$ cat src/rtl/i2c_eng_pkg.sv
package i2c_eng_pkg;
   typedef enum logic [2:0] {
      ST_IDLE  = 3'd0,
      ST_START = 3'd1,
      ST_WRITE = 3'd2,
      ST_RACK  = 3'd3,
      ST_READ  = 3'd4,
      ST_SACK  = 3'd5,
      ST_STOP  = 3'd6
   } eng_state_e;

   localparam int CMD_W   = 4;
   localparam int F_READ  = 0;
   localparam int F_WRITE = 1;
   localparam int F_STOP  = 2;
   localparam int F_START = 3;
endpackage

$ cat src/rtl/i2c_eng_timer.sv
module i2c_eng_timer #(
   parameter int PERIOD_CLKS = 250
) (
   input  logic clk,
   input  logic rst_n,
   input  logic run,
   input  logic launch,
   input  logic hold_high,
   output logic scl,
   output logic mid_low,
   output logic mid_high,
   output logic period_end
);
   localparam int CNT_W = $clog2(PERIOD_CLKS);
   localparam int HALF  = PERIOD_CLKS / 2;
   localparam logic [CNT_W-1:0] LAST_C  = CNT_W'(PERIOD_CLKS - 1);
   localparam logic [CNT_W-1:0] RISE_C  = CNT_W'(HALF - 1);
   localparam logic [CNT_W-1:0] MIDLO_C = CNT_W'(HALF / 2);
   localparam logic [CNT_W-1:0] MIDHI_C = CNT_W'(HALF + HALF / 2);

   generate
      if (PERIOD_CLKS < 8 || (PERIOD_CLKS % 2) != 0) begin : g_bad_period
         $error("PERIOD_CLKS must be even and at least 8");
      end
   endgenerate

   logic [CNT_W-1:0] cnt_q;

   always_ff @(posedge clk or negedge rst_n) begin
      if (!rst_n) begin
         cnt_q <= '0;
      end else if (!run || cnt_q == LAST_C) begin
         cnt_q <= '0;
      end else begin
         cnt_q <= cnt_q + 1'b1;
      end
   end

   assign period_end = run && (cnt_q == LAST_C);
   assign mid_low    = run && (cnt_q == MIDLO_C);
   assign mid_high   = run && (cnt_q == MIDHI_C);

   always_ff @(posedge clk or negedge rst_n) begin
      if (!rst_n) begin
         scl <= 1'b1;
      end else if (launch) begin
         scl <= 1'b0;
      end else if (run && cnt_q == RISE_C) begin
         scl <= 1'b1;
      end else if (period_end && !hold_high) begin
         scl <= 1'b0;
      end
   end
endmodule

$ cat src/rtl/i2c_eng_bitcnt.sv
module i2c_eng_bitcnt #(
   parameter int BYTE_W = 8
) (
   input  logic clk,
   input  logic rst_n,
   input  logic step,
   input  logic multi,
   output logic seg_end
);
   localparam int IDX_W = $clog2(BYTE_W);
   localparam logic [IDX_W-1:0] LAST_IDX = IDX_W'(BYTE_W - 1);

   generate
      if (BYTE_W < 2) begin : g_bad_width
         $error("BYTE_W must be at least 2");
      end
   endgenerate

   logic [IDX_W-1:0] idx_q;

   assign seg_end = step && (idx_q == (multi ? LAST_IDX : '0));

   always_ff @(posedge clk or negedge rst_n) begin
      if (!rst_n) begin
         idx_q <= '0;
      end else if (seg_end) begin
         idx_q <= '0;
      end else if (step) begin
         idx_q <= idx_q + 1'b1;
      end
   end
endmodule

$ cat src/rtl/i2c_eng_shift.sv
module i2c_eng_shift #(
   parameter int BYTE_W = 8
) (
   input  logic              clk,
   input  logic              rst_n,
   input  logic              load,
   input  logic [BYTE_W-1:0] load_data,
   input  logic              tx_adv,
   output logic              tx_bit,
   input  logic              rx_adv,
   input  logic              rx_in,
   output logic [BYTE_W-1:0] rx_data
);
   logic [BYTE_W-1:0] tx_q;

   always_ff @(posedge clk or negedge rst_n) begin
      if (!rst_n) begin
         tx_q <= '0;
      end else if (load) begin
         tx_q <= load_data;
      end else if (tx_adv) begin
         tx_q <= {tx_q[BYTE_W-2:0], 1'b0};
      end
   end

   assign tx_bit = tx_q[BYTE_W-1];

   always_ff @(posedge clk or negedge rst_n) begin
      if (!rst_n) begin
         rx_data <= '0;
      end else if (rx_adv) begin
         rx_data <= {rx_data[BYTE_W-2:0], rx_in};
      end
   end
endmodule

$ cat src/rtl/i2c_byte_engine.sv
module i2c_byte_engine
   import i2c_eng_pkg::*;
#(
   parameter int PERIOD_CLKS = 250,
   parameter int BYTE_W      = 8
) (
   input  logic              clk,
   input  logic              rst_n,
   input  logic              req,
   input  logic [CMD_W-1:0]  cmd,
   input  logic [BYTE_W-1:0] wr_data,
   output logic              done,
   output logic [BYTE_W-1:0] rd_data,
   output logic              slv_nack,
   input  logic              sda_i,
   output logic              scl,
   output logic              sda_o,
   output logic              sda_oe
);
   eng_state_e        st_q, st_d;
   logic [CMD_W-1:0]  cmd_q;
   logic              accept;
   logic              mid_low, mid_high, period_end, seg_end;
   logic              tx_bit;

   assign accept = (st_q == ST_IDLE) && req && (cmd[F_WRITE] || cmd[F_READ]);

   i2c_eng_timer #(.PERIOD_CLKS(PERIOD_CLKS)) u_timer (
      .clk        (clk),
      .rst_n      (rst_n),
      .run        (st_q != ST_IDLE),
      .launch     (accept),
      .hold_high  (st_q == ST_STOP),
      .scl        (scl),
      .mid_low    (mid_low),
      .mid_high   (mid_high),
      .period_end (period_end)
   );

   i2c_eng_bitcnt #(.BYTE_W(BYTE_W)) u_bits (
      .clk     (clk),
      .rst_n   (rst_n),
      .step    (period_end),
      .multi   (st_q == ST_WRITE || st_q == ST_READ),
      .seg_end (seg_end)
   );

   i2c_eng_shift #(.BYTE_W(BYTE_W)) u_shift (
      .clk       (clk),
      .rst_n     (rst_n),
      .load      (accept),
      .load_data (wr_data),
      .tx_adv    (st_q == ST_WRITE && mid_low),
      .tx_bit    (tx_bit),
      .rx_adv    (st_q == ST_READ && mid_high),
      .rx_in     (sda_i),
      .rx_data   (rd_data)
   );

   always_ff @(posedge clk or negedge rst_n) begin
      if (!rst_n) begin
         cmd_q <= '0;
      end else if (accept) begin
         cmd_q <= cmd;
      end
   end

   always_comb begin
      st_d = st_q;
      case (st_q)
         ST_IDLE:
            if (accept) begin
               if (cmd[F_START])      st_d = ST_START;
               else if (cmd[F_WRITE]) st_d = ST_WRITE;
               else                   st_d = ST_READ;
            end
         ST_START:
            if (seg_end) st_d = cmd_q[F_WRITE] ? ST_WRITE : ST_READ;
         ST_WRITE:
            if (seg_end) st_d = ST_RACK;
         ST_READ:
            if (seg_end) st_d = ST_SACK;
         ST_RACK, ST_SACK:
            if (seg_end) st_d = cmd_q[F_STOP] ? ST_STOP : ST_IDLE;
         ST_STOP:
            if (seg_end) st_d = ST_IDLE;
         default:
            st_d = ST_IDLE;
      endcase
   end

   always_ff @(posedge clk or negedge rst_n) begin
      if (!rst_n) st_q <= ST_IDLE;
      else        st_q <= st_d;
   end

   always_ff @(posedge clk or negedge rst_n) begin
      if (!rst_n) begin
         sda_o <= 1'b1;
      end else if (seg_end && st_d == ST_IDLE) begin
         sda_o <= 1'b1;
      end else begin
         case (st_q)
            ST_START: begin
               if (mid_low)       sda_o <= 1'b1;
               else if (mid_high) sda_o <= 1'b0;
            end
            ST_WRITE:
               if (mid_low) sda_o <= tx_bit;
            ST_SACK:
               if (mid_low) sda_o <= cmd_q[F_STOP];
            ST_STOP: begin
               if (mid_low)       sda_o <= 1'b0;
               else if (mid_high) sda_o <= 1'b1;
            end
            default:
               if (mid_low) sda_o <= 1'b1;
         endcase
      end
   end

   always_comb begin
      case (st_q)
         ST_START, ST_WRITE, ST_SACK, ST_STOP: sda_oe = 1'b1;
         default:                              sda_oe = 1'b0;
      endcase
   end

   always_ff @(posedge clk or negedge rst_n) begin
      if (!rst_n) begin
         slv_nack <= 1'b0;
      end else if (st_q == ST_RACK && mid_high) begin
         slv_nack <= sda_i;
      end
   end

   always_ff @(posedge clk or negedge rst_n) begin
      if (!rst_n) done <= 1'b0;
      else        done <= seg_end && (st_q == ST_RACK || st_q == ST_SACK);
   end
endmodule

$ cat config.mk
export PLATFORM = sky130hd
export DESIGN_NAME = i2c_byte_engine
export DESIGN_NICKNAME = d
export VERILOG_FILES = /design/src/rtl/i2c_eng_pkg.sv /design/src/rtl/i2c_eng_timer.sv /design/src/rtl/i2c_eng_bitcnt.sv /design/src/rtl/i2c_eng_shift.sv /design/src/rtl/i2c_byte_engine.sv
export SDC_FILE = /design/constraint.sdc
export NUM_CORES = 1
export LEC_CHECK = 0
export BUFFER_PORTS_ARGS = -buffer_cell sky130_fd_sc_hd__buf_2
export CAP_MARGIN = 20
export CORE_MARGIN = 5
export CORE_UTILIZATION = 50
export DETAILED_ROUTE_END_ITERATION = 6
export HOLD_SLACK_MARGIN = 0.02
export PLACE_DENSITY = 0.79
export SYNTH_ARGS = -nofsm -noshare
export SYNTH_HDL_FRONTEND = slang
export SYNTH_HIERARCHICAL = 1
export SYNTH_SLANG_ARGS = --single-unit
$ cat constraint.sdc
create_clock -name clk -period 6.1 [get_ports clk]
set_clock_uncertainty 0.1 [all_clocks]
set_input_delay 0.915 -clock clk [delete_from_list [all_inputs] [get_ports clk]]
set_output_delay 0.915 -clock clk [all_outputs]
set_load 0.005 [all_outputs]
==> reports/qor.yml, run 1 <==
cts_max_level: 2
critPathArrivalTime_ns: 3.14
synth_edf_count: 0
worstReg2RegEnd: "sda_o"
worst_r2r_startpoint: "st_q[1]"
yosys_warnings: 6
hold-path-endpoint: "u_timer/scl"
rsz0062_at_grt: "no"
fp.dieH_um: 73.3
nFillCells: 346
synthToLayoutAreaGrowth_pct: 11.9
final_nets: 232
synthFlopType: "dfrtp_1"
core_um2: 3940
grt_max_degree: 37
num_antenna_cells: 0
grt_pass1_wl_um: 6600
tritoncts.num_buffers: 5
viasPerCell: 5.61
fin_crit_sh_pct: 49.3
hold_class: "flip-flop to flip-flop"
wirelength_um: 3720
syn-num-nets: 205
path_max_fanout: 17
outcome: "completed"
synth_adder_area_share_pct: 3.13
wl_per_cell_um: 14.2
cp-start-kind: "flip-flop"
final_layout_size_suffix_gt1_share_pct: 26.9
hold_buffers: 0
required_ns: 6.23
hold-path-cell-count: 2
clockBufferDepth: 2
final_common_cell: "dfrtp_1"
antenna_left: 0
ios: 29
crit_type: "flip-flop to flip-flop"
num_rows: 23
irDropWorstVdd_mv: 0.187
die_w_um: 73.3
layout_common_cells: "34 x dfrtp_1, 28 x buf_2, 17 x nand2_1"
cts-resized-gates: 0
min-delay-start: "u_timer/scl"
start_util_pct: 50.8
detailed_place_hpwl_um: 2620
syn_area_um2: 2000
clock.fmax_mhz: 333
worstMarginPinSlew_ns: 0.982
finalHoldViolCount: 0
synthArstFlopShare_pct: 100
ff2ff_path_depth: 9
setup_viol: 0
r2r_slack_ns: 3.09
power.density_nw_per_um2: 354
clk_pin_slew_ns: 0.07
critical_path.max_stage_delay_ns: 0.72
vias: 1469
post_cts_buffers: 0
p_total_w: 0.000794
syn_inst: 184
end_kind: "flip-flop"
post-route-min-period_ns: 3.01
gp_congestion: 0.782
port_buffers: 28
synth-seq-area-share_pct: 45.1
cp_top_family: "simple AND/OR/NAND/NOR gates"
synthMuxAreaShare_pct: 12.2
track_usage_pct: 15.8
synth-simple-area-share_pct: 20.7
slew_headroom_pct: 34.1
tns_ns: 0
antenna_found_initial: 0
die-area_um2: 5370
drt_iter0_markers: 102
syn_avg_cell_area_um2: 10.9
drv_cap: 0
cts_root_buf: "clkbuf_8"
firstDrtPassIters: 4
clock_latency_ns: 0.29
cts_tree: "done"
crit_chain: "xnor2_1 > nor2_1 > or4_1 > a21boi_1 > nor2b_1 > o21ai_0 > a221o_1 > nor2_1 > a221o_1"
drc: 0
synth_top_family_by_area: "simple AND/OR/NAND/NOR gates"
ys_types: 53
grt_pass1_vias: 1432
yosys.area_share.xor_xnor_pct: 2.19
crit_buf_inv: 0
synth_compound_area_share_pct: 11.8
slowest_stage: "dfrtp_1"
ys_seq_elements: 36
cts_sinks: 36
drv_slew: 0
p_leak_nw: 0.998
grt.overflow.total: 0
-- cells by family (layout without fill, tap and decap cells) --
logic type | after synthesis | count (layout)
simple gates | 68 | 68
compound gates | 36 | 36
flops | 36 | 36
mux | 20 | 20
buf+inv | 14 | 42
fa+ha+maj | 5 | 5
xor+xnor | 5 | 5
-- state kept, by name, indices dropped and copies added (netlist names) --
name             cells
u_shift/rx_data      8
done                 1
u_bits/idx_q         3
slv_nack             1
u_shift/tx_q         8
u_timer/cnt_q        8
st_q                 3
u_timer/scl          1
sda_o                1
cmd_q                2
-- tightest hold or removal path, delay by kind of cell, from the launching register on --
family / cells / cell delay [ns]
flops: 1 / 0.37
compound gates: 2 / 0.13
-- final cells by class --
| cell class | instances | area (um2) | area share, % |
|---|---|---|---|
| multi-input cells | 134 | 1000 | 44.7 |
| flip-flops and latches | 36 | 903 | 40.3 |
| repair buffers | 29 | 148 | 6.59 |
| clock buffers | 6 | 72.6 | 3.24 |
| well taps | 50 | 62.6 | 2.79 |
| clock inverters | 2 | 35.0 | 1.56 |
| inverters | 5 | 18.8 | 0.838 |
-- per-stage QoR --
stage | utilization, % | hold slack, ns | instances | cell area (um2) | setup slack [ns]
after floorplan | - | 0.373 | 184 | 2000 | 3.60
after global placement | 54.1 | 0.390 | 254 | 2130 | 3.24
final | 56.8 | 0.405 | 262 | 2240 | 3.09
after CTS | 56.8 | 0.408 | 262 | 2240 | 3.09
after global routing | 56.8 | 0.419 | 262 | 2240 | 2.82
after detailed placement | 54.1 | 0.393 | 254 | 2130 | 3.15
-- cell usage after synthesis, types with 3 or more instances --
cell type | instances | share of area [%]
a21oi_1 | 7 | 1.7
a221o_1 | 3 | 1.5
buf_2 | 3 | 0.75
buf_6 | 5 | 2.8
dfrtp_1 | 34 | 43
ha_1 | 5 | 3.1
inv_1 | 5 | 0.94
mux2_2 | 3 | 1.7
mux2_4 | 8 | 6.0
mux2i_1 | 9 | 4.5
nand2_1 | 17 | 3.2
nand3_1 | 4 | 1.0
nand4b_1 | 3 | 1.3
nor2_1 | 13 | 2.4
nor2b_1 | 3 | 0.94
nor3_1 | 3 | 0.75
o21ai_0 | 6 | 1.5
o21ai_1 | 7 | 1.7
xnor2_1 | 3 | 1.3
-- power by group --
group | internal, W | total [W] | switching, W
registers | 0.000304 | 0.000390 | 0.0000862
clock network | 0.000121 | 0.000202 | 0.0000807
logic | 0.000103 | 0.000202 | 0.0000994
total | 0.000528 | 0.000794 | 0.000266
-- worst max-delay path by stage --
stage	startpoint	cells after the start	endpoint	slack (ns)
after floorplan	st_q[1]	11	sda_o	3.60
after global placement	st_q[1]	9	sda_o	3.24
after detailed placement	st_q[1]	9	sda_o	3.15
after CTS	st_q[1]	9	sda_o	3.09
after global routing	st_q[1]	9	sda_o	2.82
final	st_q[1]	9	sda_o	3.09
-- routing by layer --
metal	vias to the layer above	wire [um]	global-route usage, %
met5	-	0	0
met4	0	53	6.15
met3	5	207	4.51
met2	27	1730	24.0
met1	717	1730	21.4
li1	720	-	-
No activity file was read; power rests on OpenSTA's default activity.
==> run 2: changes to the inputs <==
- clock period: 6.1 -> 3.1 ns (I/O delays scaled with it)
==> reports/qor.yml, run 2 (synthesis gave the netlist of run 1 again) <==
worst_r2r_startpoint: "st_q[1]"
antenna_left: 0  # unchanged
post_cts_buffers: 0  # unchanged
drv_cap: 0  # unchanged
irDropWorstVdd_mv: 0.522  # +180%
vias: 1463  # -0.41%
path_max_fanout: 7  # -10
fin_crit_sh_pct: 90.2  # +41 points
cts_max_level: 2  # unchanged
final_common_cell: "dfrtp_1"
finalHoldViolCount: 0  # unchanged
end_kind: "flip-flop"
clock_latency_ns: 0.28  # about the same
drc: 0  # unchanged
layout_common_cells: "34 x dfrtp_1, 28 x buf_2, 17 x nand2_1"
clk_pin_slew_ns: 0.07  # about the same
clock.fmax_mhz: 358  # +7.6%
slew_headroom_pct: 49.5  # +15 points
start_util_pct: 50.8  # unchanged
viasPerCell: 5.50  # -1.9%
outcome: "completed"
crit_end: "sda_o"
hold_buffers: 0  # unchanged
firstDrtPassIters: 4  # unchanged
r2r_slack_ns: 0.31  # -2.79 ns
critPathArrivalTime_ns: 2.90  # -0.24 ns
cts-resized-gates: 0  # unchanged
required_ns: 3.21  # -3.02 ns
cts_sinks: 36  # unchanged
track_usage_pct: 15.4  # -0.39 points
cts_tree: "done"
antenna_found_initial: 0  # unchanged
die_w_um: 73.3  # unchanged
core_um2: 3940  # unchanged
final_layout_size_suffix_gt1_share_pct: 28.2  # +1.4 points
num_antenna_cells: 0  # unchanged
fp.dieH_um: 73.3  # unchanged
hold_class: "primary input to async pin"
grt.overflow.total: 0  # unchanged
worstMarginPinSlew_ns: 0.758  # -0.224 ns
cp-start-kind: "flip-flop"
setup_viol: 0  # unchanged
num_rows: 23  # unchanged
grt_pass1_wl_um: 6480  # -1.9%
wl_per_cell_um: 14.1  # -0.60%
gp_congestion: 0.851  # +8.8%
wirelength_um: 3750  # +0.91%
clockBufferDepth: 2  # unchanged
rsz0062_at_grt: "no"
tns_ns: 0  # unchanged
dp.cells: 258  # +1.6%
reg_top3: "u_shift/rx_data: 8 flops, u_shift/tx_q: 8 flops, u_timer/cnt_q: 8 flops"
crit_type: "flip-flop to flip-flop"
final_cells: 266  # +1.5%
p_leak_nw: 1.02  # +2.0%
grt_max_degree: 37  # unchanged
post-route-min-period_ns: 2.79  # -0.212 ns
startpoint: "st_q[1]"
ios: 29  # unchanged
port_buffers: 28  # unchanged
ff2ff_path_depth: 9  # unchanged
cts_root_buf: "clkbuf_8"
power.density_nw_per_um2: 698  # +97%
die-area_um2: 5370  # unchanged
worstReg2RegEnd: "sda_o"
drt_iter0_markers: 104  # +2.0%
detailed_place_hpwl_um: 2760  # +5.6%
grt_pass1_vias: 1420  # -0.84%
drv_slew: 0  # unchanged
tritoncts.num_buffers: 5  # unchanged
final_nets: 236  # +1.7%
synthToLayoutAreaGrowth_pct: 13.4
[run 2: cell count changes in the layout (fill, tap and decap cells not counted), sizes merged]
cell,change
buf,+4
[run 2: how the worst min path moves through the flow]
stage,endpoint,slack (ns)
6_report,u_shift/tx_q[2],0.15
2_1_floorplan,cmd_q[1],0.07
4_1_cts,u_shift/tx_q[0],0.18
3_3_place_gp,slv_nack,0.39
5_1_grt,u_shift/tx_q[6],0.22
3_5_place_dp,u_shift/rx_data[7],0.40
[run 2: where the power goes]
part | total (W) | leakage [nW] | internal, W | switching (W)
clock network | 0.000399 | 0.0552 | 0.000239 | 0.000160
logic | 0.000460 | 0.502 | 0.000219 | 0.000241
registers | 0.000725 | 0.461 | 0.000598 | 0.000127
[run 2: final cells by class]
| class | count | area (um2) |
|---|---|---|
| Inverter | 5 | 18.8 |
| Tap cell | 50 | 62.6 |
| Fill cell | 342 | 1670 |
| Clock inverter | 2 | 35.0 |
| Timing Repair Buffer | 33 | 178 |
| Multi-Input combinational cell | 134 | 1000 |
| Clock buffer | 6 | 72.6 |
| Sequential cell | 36 | 903 |
[run 2: layer usage]
metal	vias up	GRT usage [%]	wire length [um]
li1	724	-	-
met1	701	21.2	1800
met2	31	23.9	1750
met3	7	3.97	157
met4	0	4.92	51
met5	-	0	0
[run 2: stage by stage]
step                total power [W]  hold WS (ns)  utilization, %  area, um2  worst slack [ns]
finish                      0.00158         0.152            57.6       2270             0.305
global route                0.00169         0.221            57.6       2270            0.0493
CTS                         0.00159         0.185            57.6       2270             0.321
detailed placement          0.00119         0.399            54.9       2160             0.332
global placement            0.00118         0.390            54.9       2160             0.477
floorplan                   0.00108        0.0694               -       2000             0.597
[run 2: worst max-delay path, stage by stage (launching register included)]
cell      delay (ns)
dfrtp_1         0.44
xnor2_1         0.24
nor2_1          0.14
or4_1           0.52
a21boi_1        0.35
nand2_2         0.15
nor3_1          0.20
a221o_1         0.18
nor2_1          0.05
a221o_1         0.34
